--- src/rtl/coef_upd_pkg.sv ---
package coef_upd_pkg;
  // per-stage pipeline flags
  typedef struct packed {
    logic vld;   // slot carries an issued element
    logic live;  // element maps to a real coefficient
    logic last;  // final element of the sweep
  } slot_t;
endpackage

--- src/rtl/cu_ctrl.sv ---
module cu_ctrl
  import coef_upd_pkg::*;
#(
  parameter int DATA_W  = 16,
  parameter int FRAC_W  = 14,
  parameter int UX_AW   = 6,
  parameter int HALF    = 11,
  parameter int BANK_AW = 4
) (
  input  logic                     clk_i,
  input  logic                     rst_ni,
  input  logic                     start_i,
  input  logic [DATA_W-1:0]        mu_i,
  input  logic [DATA_W-1:0]        eps_i,
  input  logic [UX_AW-1:0]         ux_base_i,
  input  logic                     fin_i,
  output logic                     busy_o,
  output logic                     done_o,
  output logic                     issue_o,
  output logic                     last_o,
  output logic [BANK_AW-1:0]       idx_o,
  output logic signed [DATA_W-1:0] step_o,
  output logic [UX_AW-1:0]         base_o
);
  localparam int PW = 2 * DATA_W;
  localparam logic signed [PW-1:0] MAXV = {{(DATA_W+1){1'b0}}, {(DATA_W-1){1'b1}}};
  localparam logic signed [PW-1:0] MINV = ~MAXV;

  logic                     busy_q, done_q, iss_q;
  logic [BANK_AW-1:0]       cnt_q;
  logic signed [DATA_W-1:0] step_q, step_nxt;
  logic [UX_AW-1:0]         base_q;
  logic signed [PW-1:0]     raw, shr;

  assign raw = $signed(mu_i) * $signed(eps_i);
  assign shr = raw >>> FRAC_W;

  always_comb begin
    if (shr > MAXV)      step_nxt = MAXV[DATA_W-1:0];
    else if (shr < MINV) step_nxt = MINV[DATA_W-1:0];
    else                 step_nxt = shr[DATA_W-1:0];
  end

  always_ff @(posedge clk_i or negedge rst_ni) begin
    if (!rst_ni) begin
      busy_q <= 1'b0;
      done_q <= 1'b0;
      iss_q  <= 1'b0;
      cnt_q  <= '0;
      step_q <= '0;
      base_q <= '0;
    end else begin
      done_q <= fin_i;
      if (start_i && !busy_q) begin
        busy_q <= 1'b1;
        iss_q  <= 1'b1;
        cnt_q  <= '0;
        step_q <= step_nxt;
        base_q <= ux_base_i;
      end else begin
        if (iss_q) begin
          if (cnt_q == BANK_AW'(HALF - 1)) iss_q <= 1'b0;
          else                             cnt_q <= cnt_q + 1'b1;
        end
        if (fin_i) busy_q <= 1'b0;
      end
    end
  end

  assign busy_o  = busy_q;
  assign done_o  = done_q;
  assign issue_o = iss_q;
  assign last_o  = (cnt_q == BANK_AW'(HALF - 1));
  assign idx_o   = cnt_q;
  assign step_o  = step_q;
  assign base_o  = base_q;

  AST_STEP_HELD: assert property (@(posedge clk_i) disable iff (!rst_ni)
    busy_q && $past(busy_q) |-> $stable(step_q));
  AST_BUSY_ON_START: assert property (@(posedge clk_i) disable iff (!rst_ni)
    start_i && !busy_q |=> busy_q);
  AST_DONE_PULSE: assert property (@(posedge clk_i) disable iff (!rst_ni)
    done_q |=> !done_q);
  AST_ISSUE_IN_BUSY: assert property (@(posedge clk_i) disable iff (!rst_ni)
    iss_q |-> busy_q);
endmodule

--- src/rtl/cu_lane.sv ---
module cu_lane
  import coef_upd_pkg::*;
#(
  parameter int DATA_W   = 16,
  parameter int FRAC_W   = 14,
  parameter int UX_AW    = 6,
  parameter int BANK_AW  = 4,
  parameter int FILT_LEN = 21,
  parameter int PROJ_N   = 4,
  parameter int LANE     = 0
) (
  input  logic                     clk_i,
  input  logic                     rst_ni,
  input  logic                     issue_i,
  input  logic                     last_i,
  input  logic [BANK_AW-1:0]       idx_i,
  input  logic signed [DATA_W-1:0] step_i,
  input  logic [UX_AW-1:0]         base_i,
  input  logic [DATA_W-1:0]        rd_data_i,
  input  logic [DATA_W-1:0]        ux_data_i,
  output logic                     rd_en_o,
  output logic [BANK_AW-1:0]       rd_addr_o,
  output logic [UX_AW-1:0]         ux_addr_o,
  output logic                     wr_en_o,
  output logic [BANK_AW-1:0]       wr_addr_o,
  output logic [DATA_W-1:0]        wr_data_o,
  output logic                     fin_o
);
  localparam int PW = 2 * DATA_W;
  localparam logic signed [PW:0] MAXV = {{(DATA_W+2){1'b0}}, {(DATA_W-1){1'b1}}};
  localparam logic signed [PW:0] MINV = ~MAXV;

  logic                 live;
  slot_t                s1_q, s2_q;
  logic [BANK_AW-1:0]   s1_idx, s2_idx;
  logic signed [PW-1:0] prod, upd, s2_upd;
  logic [DATA_W-1:0]    s2_w;
  logic signed [PW:0]   sum;

  // issue stage: coefficient index = 2*idx + LANE
  assign live      = (2 * int'(idx_i) + LANE) < FILT_LEN;
  assign rd_en_o   = issue_i && live;
  assign rd_addr_o = idx_i;
  assign ux_addr_o = UX_AW'(int'(base_i) + PROJ_N - 1 + 2 * int'(idx_i) + LANE);

  // stage 1: bank and excitation words arrive
  assign prod = $signed(step_i) * $signed(ux_data_i);
  assign upd  = prod >>> FRAC_W;

  always_ff @(posedge clk_i or negedge rst_ni) begin
    if (!rst_ni) begin
      s1_q   <= '0;
      s2_q   <= '0;
      s1_idx <= '0;
      s2_idx <= '0;
      s2_upd <= '0;
      s2_w   <= '0;
    end else begin
      s1_q   <= '{vld: issue_i, live: issue_i && live, last: issue_i && last_i};
      s1_idx <= idx_i;
      s2_q   <= s1_q;
      s2_idx <= s1_idx;
      if (s1_q.vld) begin
        s2_upd <= upd;
        s2_w   <= rd_data_i;
      end
    end
  end

  // stage 2: add, saturate, write
  assign sum = {{(PW+1-DATA_W){s2_w[DATA_W-1]}}, s2_w} + {s2_upd[PW-1], s2_upd};

  always_comb begin
    if (sum > MAXV)      wr_data_o = MAXV[DATA_W-1:0];
    else if (sum < MINV) wr_data_o = MINV[DATA_W-1:0];
    else                 wr_data_o = sum[DATA_W-1:0];
  end

  assign wr_en_o   = s2_q.vld && s2_q.live;
  assign wr_addr_o = s2_idx;
  assign fin_o     = s2_q.vld && s2_q.last;

  AST_RD_TO_WR: assert property (@(posedge clk_i) disable iff (!rst_ni)
    wr_en_o |-> $past(rd_en_o, 2));
  AST_WR_ORDER: assert property (@(posedge clk_i) disable iff (!rst_ni)
    wr_en_o && $past(wr_en_o) |-> wr_addr_o == $past(wr_addr_o) + 1'b1);
  AST_WR_LIVE: assert property (@(posedge clk_i) disable iff (!rst_ni)
    wr_en_o |-> (2 * int'(wr_addr_o) + LANE) < FILT_LEN);
endmodule

--- src/rtl/coef_dual_updater.sv ---
module coef_dual_updater
  import coef_upd_pkg::*;
#(
  parameter int DATA_W   = 16,
  parameter int FRAC_W   = 14,
  parameter int FILT_LEN = 21,
  parameter int PROJ_N   = 4,
  parameter int UX_AW    = 6,
  localparam int HALF    = (FILT_LEN + 1) / 2,
  localparam int BANK_AW = $clog2(HALF)
) (
  input  logic               clk_i,
  input  logic               rst_ni,
  input  logic               start_i,
  input  logic [DATA_W-1:0]  mu_i,
  input  logic [DATA_W-1:0]  eps_i,
  input  logic [UX_AW-1:0]   ux_base_i,
  output logic               busy_o,
  output logic               done_o,
  output logic [UX_AW-1:0]   ux0_addr_o,
  input  logic [DATA_W-1:0]  ux0_data_i,
  output logic [UX_AW-1:0]   ux1_addr_o,
  input  logic [DATA_W-1:0]  ux1_data_i,
  output logic               b0_rd_en_o,
  output logic [BANK_AW-1:0] b0_rd_addr_o,
  input  logic [DATA_W-1:0]  b0_rd_data_i,
  output logic               b0_wr_en_o,
  output logic [BANK_AW-1:0] b0_wr_addr_o,
  output logic [DATA_W-1:0]  b0_wr_data_o,
  output logic               b1_rd_en_o,
  output logic [BANK_AW-1:0] b1_rd_addr_o,
  input  logic [DATA_W-1:0]  b1_rd_data_i,
  output logic               b1_wr_en_o,
  output logic [BANK_AW-1:0] b1_wr_addr_o,
  output logic [DATA_W-1:0]  b1_wr_data_o
);
  logic                     issue, last;
  logic [BANK_AW-1:0]       idx;
  logic signed [DATA_W-1:0] step;
  logic [UX_AW-1:0]         base;
  logic [1:0]               fin, rd_en, wr_en;
  logic [BANK_AW-1:0]       rd_addr [2];
  logic [BANK_AW-1:0]       wr_addr [2];
  logic [UX_AW-1:0]         ux_addr [2];
  logic [DATA_W-1:0]        rd_data [2];
  logic [DATA_W-1:0]        ux_data [2];
  logic [DATA_W-1:0]        wr_data [2];

  cu_ctrl #(
    .DATA_W(DATA_W), .FRAC_W(FRAC_W), .UX_AW(UX_AW), .HALF(HALF), .BANK_AW(BANK_AW)
  ) u_ctrl (
    .clk_i, .rst_ni, .start_i, .mu_i, .eps_i, .ux_base_i,
    .fin_i(&fin), .busy_o, .done_o,
    .issue_o(issue), .last_o(last), .idx_o(idx), .step_o(step), .base_o(base)
  );

  assign rd_data[0] = b0_rd_data_i;
  assign rd_data[1] = b1_rd_data_i;
  assign ux_data[0] = ux0_data_i;
  assign ux_data[1] = ux1_data_i;

  for (genvar g = 0; g < 2; g++) begin : g_lane
    cu_lane #(
      .DATA_W(DATA_W), .FRAC_W(FRAC_W), .UX_AW(UX_AW), .BANK_AW(BANK_AW),
      .FILT_LEN(FILT_LEN), .PROJ_N(PROJ_N), .LANE(g)
    ) u_lane (
      .clk_i, .rst_ni,
      .issue_i(issue), .last_i(last), .idx_i(idx), .step_i(step), .base_i(base),
      .rd_data_i(rd_data[g]), .ux_data_i(ux_data[g]),
      .rd_en_o(rd_en[g]), .rd_addr_o(rd_addr[g]), .ux_addr_o(ux_addr[g]),
      .wr_en_o(wr_en[g]), .wr_addr_o(wr_addr[g]), .wr_data_o(wr_data[g]),
      .fin_o(fin[g])
    );
  end

  assign ux0_addr_o   = ux_addr[0];
  assign ux1_addr_o   = ux_addr[1];
  assign b0_rd_en_o   = rd_en[0];
  assign b0_rd_addr_o = rd_addr[0];
  assign b0_wr_en_o   = wr_en[0];
  assign b0_wr_addr_o = wr_addr[0];
  assign b0_wr_data_o = wr_data[0];
  assign b1_rd_en_o   = rd_en[1];
  assign b1_rd_addr_o = rd_addr[1];
  assign b1_wr_en_o   = wr_en[1];
  assign b1_wr_addr_o = wr_addr[1];
  assign b1_wr_data_o = wr_data[1];

  AST_BANKS_LOCKSTEP: assert property (@(posedge clk_i) disable iff (!rst_ni)
    b1_wr_en_o |-> b0_wr_en_o && (b0_wr_addr_o == b1_wr_addr_o));
  AST_IDLE_QUIET: assert property (@(posedge clk_i) disable iff (!rst_ni)
    !busy_o |-> !b0_rd_en_o && !b1_rd_en_o);
endmodule

--- config.mk ---
export PLATFORM = sky130hd
export DESIGN_NAME = coef_dual_updater
export DESIGN_NICKNAME = d
export VERILOG_FILES = /design/src/rtl/coef_upd_pkg.sv /design/src/rtl/cu_ctrl.sv /design/src/rtl/cu_lane.sv /design/src/rtl/coef_dual_updater.sv
export SDC_FILE = /design/constraint.sdc
export NUM_CORES = 2
export LEC_CHECK = 0
export BUFFER_PORTS_ARGS = -buffer_cell sky130_fd_sc_hd__buf_2
export CELL_PAD_IN_SITES_DETAIL_PLACEMENT = 1
export CELL_PAD_IN_SITES_GLOBAL_PLACEMENT = 1
export CORE_MARGIN = 10
export CORE_UTILIZATION = 50
export CTS_CLUSTER_DIAMETER = 30
export CTS_CLUSTER_SIZE = 8
export DETAILED_ROUTE_END_ITERATION = 10
export GPL_TIMING_DRIVEN = 0
export PLACE_DENSITY_LB_ADDON = 0.1
export SLEW_MARGIN = 10
export SYNTH_ARGS = -nofsm -noshare
export SYNTH_HDL_FRONTEND = slang
export SYNTH_SLANG_ARGS = --single-unit
--- constraint.sdc ---
create_clock -name clk_i -period 6.8 [get_ports clk_i]
set_input_delay 1.36 -clock clk_i [delete_from_list [all_inputs] [get_ports clk_i]]
set_output_delay 1.36 -clock clk_i [all_outputs]
set_load 0.05 [all_outputs]
After elaboration in Yosys (flattened, before gate mapping)
Index checks and enable logic that the tools add are counted.
{"block": "word_totals", "regBits": 113, "in_bits": 105, "output_inout_bits": 66, "wordCells": 66}
{"block": "classes", "add_sub_neg": 8, "n_mul": 3, "order_cmp": 8, "eq_ne": 2, "n_mux": 14, "n_reduce_logical": 11}
{"cell": "16-bit by 16-bit multiplier with 32-bit output", "count": 3}
{"cell": "16-bit two-way mux", "count": 6}
{"cell": "33-bit by 16-bit > comparator with 1-bit output, second input constant", "count": 2}
{"cell": "33-bit by 16-bit less-than comparator with 1-bit output, second input constant", "count": 2}
{"cell": "16-bit by 18-bit adder with 19-bit output", "count": 2}
{"cell": "32-bit by 6-bit less-than comparator with 1-bit output, second input constant", "count": 1}
{"cell": "18-bit by 16-bit > comparator with 1-bit output, second input constant", "count": 1}
{"cell": "18-bit by 16-bit less-than comparator with 1-bit output, second input constant", "count": 1}
{"cell": "4-bit two-way mux", "count": 3}
{"cell": "1-bit logical AND", "count": 7}
{"cell": "5-bit by 1-bit adder with 6-bit output, second input constant", "count": 1}
{"cell": "6-bit by 2-bit adder with 6-bit output, second input constant", "count": 1}
{"cell": "6-bit by 3-bit adder with 6-bit output, second input constant", "count": 1}
{"cell": "6-bit adder", "count": 1}
{"cell": "6-bit by 1-bit subtractor with 6-bit output, second input constant", "count": 1}
{"cell": "5-bit less-than comparator, second input constant", "count": 1}
{"cell": "1-bit two-way mux", "count": 5}
{"cell": "4-bit by 1-bit adder with 4-bit output, second input constant", "count": 1}
{"cell": "4-bit equality test, second input constant", "count": 1}
{"cell": "2-bit nonzero test", "count": 2}
{"cell": "2-bit != test, second input constant", "count": 1}
{"cell": "2-bit AND reduction", "count": 1}
{"cell": "1-bit zero test", "count": 1}

Logic depth before layout (Yosys ltp)
{"block": "logic_depth", "word_depth": 4, "mapped_depth": 26, "mapped_depth_nobuf": 24}

Modules after synthesis
Synthesis repeated with hierarchy kept, for this count alone.
{"block": "hier_totals", "hier_cells": 3869, "hier_area_um2": 35995.8}
{"mod": "cu_lane (g_lane[0].u_lane)", "n_inst": 1, "cells_each": 1331, "area_each_um2": 12567.1, "seq_area_each_um2": 1201.2}
{"mod": "cu_lane (g_lane[1].u_lane)", "n_inst": 1, "cells_each": 1294, "area_each_um2": 12275.5, "seq_area_each_um2": 1201.2}
{"mod": "cu_ctrl", "n_inst": 1, "cells_each": 1243, "area_each_um2": 11146.9, "seq_area_each_um2": 725.7}
{"mod": "coef_dual_updater", "n_inst": 1, "cells_each": 1, "area_each_um2": 6.3, "seq_area_each_um2": 0.0}

Least setup slack after synthesis
Ideal clock, no wire load.
{"block": "synth_path", "kind": "input port to flip-flop", "startpoint": "in mu_i[15]", "endpoint": "reg u_ctrl.step_q[3], in the netlist u_ctrl.step_o[3]", "setup_ps": 104, "arrival_ps": 7462, "required_time_ps": 6696, "path_slack_ps": -765, "cell_stages": 22, "n_path_buf": 2, "cell_sequence": "clkbuf_1 -> nand2_1 -> fa_1 -> inv_1 -> fa_1 -> fa_1 -> fa_1 -> fa_1 -> inv_1 -> fa_1 -> inv_1 -> ha_1 -> a21o_1 -> a21o_1 -> a21o_1 -> a21oi_1 -> o21ai_0 -> and2_1 -> o31ai_1 -> nand3_2 -> buf_4 -> o311ai_1"}
{"block": "synth_via", "elab_chain_cells": 4, "elab_cells_between_ends": 5, "cone_classes": "mul (1); order compare (2); mux (2)"}
{"item": "from (decl)", "line": "coef_dual_updater.sv:15", "source": "input logic [DATA_W-1:0] mu_i,"}
{"item": "16-bit by 16-bit multiplier with 32-bit output *", "line": "cu_ctrl.sv:35", "source": "assign raw = $signed(mu_i) * $signed(eps_i);"}
{"item": "18-bit by 16-bit less-than comparator with 1-bit output", "line": "cu_ctrl.sv:40", "source": "else if (shr < MINV) step_nxt = MINV[DATA_W-1:0];"}
{"item": "16-bit two-way mux", "line": "cu_ctrl.sv:40"}
{"item": "16-bit two-way mux *", "line": "cu_ctrl.sv:39", "source": "if (shr > MAXV) step_nxt = MAXV[DATA_W-1:0];"}
{"item": "to (signal assigned)", "line": "cu_ctrl.sv:58", "source": "step_q <= step_nxt;"}
{"item": "to (decl)", "line": "cu_ctrl.sv:31", "source": "logic signed [DATA_W-1:0] step_q, step_nxt;"}
Every way passes the cells marked *; elsewhere a longest branch is shown, timed or not.
A chain may end at the register's enable or synchronous reset.

Worst setup path after layout
{"block": "layout_path", "startpoint": "in mu_i[10]", "endpoint": "reg u_ctrl.step_q[13], in the netlist u_ctrl.step_o[13]"}
The elaborated chain is that of the path after synthesis.

==> results.json <==
{
  "status": "complete, but fails checks",
  "violations": "setup timing",
  "crit_path_max_incr_delay_ns": 0.57,
  "crit_path_end_kind": "register",
  "dieHeight_um": 283,
  "postCtsHoldBufs": 0,
  "cts-htree-levels": 4,
  "grt_usage_pct": 27.3,
  "tritoncts": "done",
  "r2r_start": "u_ctrl.step_o[3]",
  "clock_sinks": 113,
  "syn2layout_area_growth_pct": 17.6,
  "path_depth": 24,
  "dieArea_um2": 80300,
  "hold_end": "g_lane[1].u_lane.wr_addr_o[1]",
  "first_pass_iters": 5,
  "synth_cell_types": 74,
  "worstMarginPinSlew_ns": 1.03,
  "grt_pass1_vias": 30739,
  "worstReg2RegEnd": "g_lane[1].u_lane.s2_upd[14]",
  "syn_nets": 4860,
  "fin_worst_skew_ns": 0.0115,
  "drtIter0Drc": 1217,
  "crit_required_ns": 7.09,
  "synth_edf_count": 0,
  "path_clk_slew_ns": 0.07,
  "syn_inst": 3685,
  "root_buffer": "clkbuf_16",
  "fin_crit_sh_pct": 106,
  "max_freq_ghz": 0.139,
  "yosys.area.top_type_share_pct": 45.4,
  "cp_cell_sequence": "clkbuf_4 -> clkbuf_16 -> nand2_1 -> fa_1 -> fa_1 -> fa_2 -> fa_1 -> inv_1 -> fa_1 -> inv_2 -> fa_1 -> inv_2 -> ha_4 -> and4_1 -> a221o_1 -> a21oi_4 -> o21ai_4 -> a21o_4 -> buf_4 -> a211oi_4 -> a21oi_2 -> nand3_4 -> clkbuf_16 -> o311ai_2",
  "ctsLongestPathBuffers": 2,
  "vias_per_cell": 5.30,
  "hpwl_mm": 86.2,
  "portBuffers": 170,
  "clkLatencyLatePin_ns": 0.45,
  "place_congestion": 0.918,
  "final_cell_mix": "886 x inv_1, 758 x fa_1, 427 x nand2_1",
  "grt_max_degree": 58,
  "syn_area_um2": 34700,
  "ys.flop_type": "dfrtp_1",
  "rsz0062_at_grt": "yes",
  "slew_headroom_pct": 31.6,
  "r2r_setup_slack_ns": -0.10,
  "drv_cap": 0,
  "hold_depth": 0,
  "min_from": "g_lane[1].u_lane.s1_idx[1]",
  "grt_pass1_wl_mm": 171,
  "drive_gt1_share_pct": 18.5,
  "drtAntennaViolNets": 0,
  "rows": 96,
  "ios": 171,
  "crit_slowest_cell": "fa_1",
  "yosys.area.top_type": "fa_1",
  "ys_warn_count": 0,
  "grt_antenna_before_repair": 5,
  "start_kind": "input port",
  "slew_violations": 0,
  "wl_per_cell_um": 21.8,
  "r2r.worst_path.cells": 22,
  "drt_wl_total_mm": 108,
  "gr-total-overflow": 0,
  "async_reset_ff_share_pct": 100,
  "finalHoldViolCount": 0,
  "synth_area_per_cell_um2": 9.41,
  "setup_slack_ns": -0.385,
  "fin_crit_ns": 7.19,
  "crit_fanout": 7,
  "routed-via-count": 26300,
  "cpLargestDelayFamily": "adder cells",
  "core_um2": 68700,
  "ys_seq_area_share_pct": 8.15,
  "setup_viol": 30,
  "final_common_cell": "inv_1",
  "cts_inserted_buffers": 17,
  "hp-class": "register to register",
  "fin_tns_setup_ns": -6.44,
  "cp_common_cell": "fa_1",
  "critPathKind": "input port to register",
  "final_nets": 5188,
  "die_w_um": 283,
  "critical_path_arrival_ns": 7.47,
  "drc": 0,
  "start_util_pct": 50.5,
  "path_buf_inv": 7,
  "synth_seq_cells": 113,
  "synthTopCellsByArea": "fa_1 45%, ha_1 10%, inv_1 10%"
}
==> layout make-up <==
| class | instances | area [um^2] |
|---|---|---|
| Multi-Input combinational cell | 2508 | 28900 |
| Fill cell | 7807 | 27900 |
| Inverter | 922 | 3470 |
| Sequential cell | 113 | 2830 |
| Timing Repair Buffer | 315 | 2450 |
| Buffer | 136 | 1390 |
| Tap cell | 931 | 1160 |
| Clock buffer | 17 | 425 |
| Clock inverter | 15 | 163 |
| Antenna cell | 1 | 2.50 |
==> stage by stage <==
stage | worst slack, ns | hold slack, ns | std cells | area [um^2] | util, %
2_1_floorplan | -0.277 | 0.331 | 3685 | 35200 | -
3_3_place_gp | -1.69 | 0.332 | 4786 | 37300 | 54.2
3_5_place_dp | -1.77 | 0.336 | 4787 | 37300 | 54.3
4_1_cts | -0.373 | 0.352 | 4907 | 39700 | 57.8
5_1_grt | -0.576 | 0.358 | 4958 | 40800 | 59.4
6_report | -0.385 | 0.349 | 4958 | 40800 | 59.4
==> synth_stat cells, types with 4 or more instances <==
library cell    n
nand4_1        12
o311ai_2        9
mux2_2         58
a21oi_1        59
a21o_1         41
a31oi_1         6
o21bai_1        7
inv_1         922
o21ai_1         4
nor2_1         60
a211o_1         5
o31ai_1         5
dfrtp_1       113
nand2b_1       44
o311ai_0        6
buf_4          10
o21ai_0        48
and3_1         11
xor2_1         33
and2_1        328
or3_1           5
fa_1          786
nor2b_1        14
or2_2           6
nand2_1       459
o211ai_1        5
nand3_1        20
a211oi_1       12
xnor2_1        80
nor3_1         12
o21a_1         24
buf_1           4
ha_1          284
a311oi_1        4
nand3b_1        4
clkbuf_1      124
==> registers in the layout (all words and copies together) (netlist names) <==
signal	flops
g_lane.u_lane.s2_upd	36
g_lane.u_lane.s2_w	32
u_ctrl.step_o	16
u_ctrl.base_o	6
g_lane.u_lane.s1_q	4
g_lane.u_lane.s2_q	4
g_lane.u_lane.s1_idx	4
g_lane.u_lane.wr_addr_o	4
u_ctrl.idx_o	4
u_ctrl.busy_o	1
u_ctrl.done_o	1
u_ctrl.issue_o	1
==> metal layers <==
layer,vias up,share of wire (%),global-route usage (%)
li1,11562,-,-
met1,13866,40,33.4
met2,638,51,48.2
met3,228,4.8,4.09
met4,6,4.1,9.82
met5,-,0.038,0
==> cells by family after synthesis <==
logic type / after synthesis / share of synthesized area (%)
adders and majority gates: 1070 / 55.6
xor gates and xnor gates: 113 / 2.85
DFF: 113 / 8.15
muxes: 59 / 1.91
buffers and inverters: 1064 / 11.7
and+or+nand+nor: 989 / 14.1
AOI/OAI and AO/OA: 277 / 5.73
==> what timing repair did <==
item	in CTS	in global routing
gates cloned	2	2
gates resized for setup	279	233
setup buffers	91	54
pin swaps	60	96
setup endpoints to repair	47	45
==> worst register-to-register path: stages, from the launching register on <==
cell and delay, ns:
dfrtp_1 0.54, clkbuf_1 0.63, nand2_1 0.16, fa_1 0.50
fa_1 0.55, inv_1 0.05, fa_1 0.49, inv_1 0.05
fa_1 0.47, fa_1 0.53, inv_1 0.07, fa_1 0.55
ha_4 0.34, o21ai_1 0.08, nand2b_1 0.18, nand3_2 0.14
o21ai_4 0.31, a21oi_4 0.12, a311oi_4 0.40, buf_4 0.18
a21oi_2 0.05, xnor2_1 0.13, mux2_2 0.26
==> how the worst max path moves through the flow <==
stage | endpoint | from | slack, ns
after floorplan | u_ctrl.step_o[10] | eps_i[4] | -0.28
after global placement | u_ctrl.step_o[13] | mu_i[10] | -1.69
after detailed placement | u_ctrl.step_o[11] | mu_i[10] | -1.77
after CTS | u_ctrl.step_o[13] | eps_i[4] | -0.37
after global routing | u_ctrl.step_o[10] | mu_i[6] | -0.58
final | u_ctrl.step_o[13] | mu_i[10] | -0.39
Power is left out: the tool's default activity adds up to more than one toggle a clock period on the data nets, which glitch-free logic cannot reach.
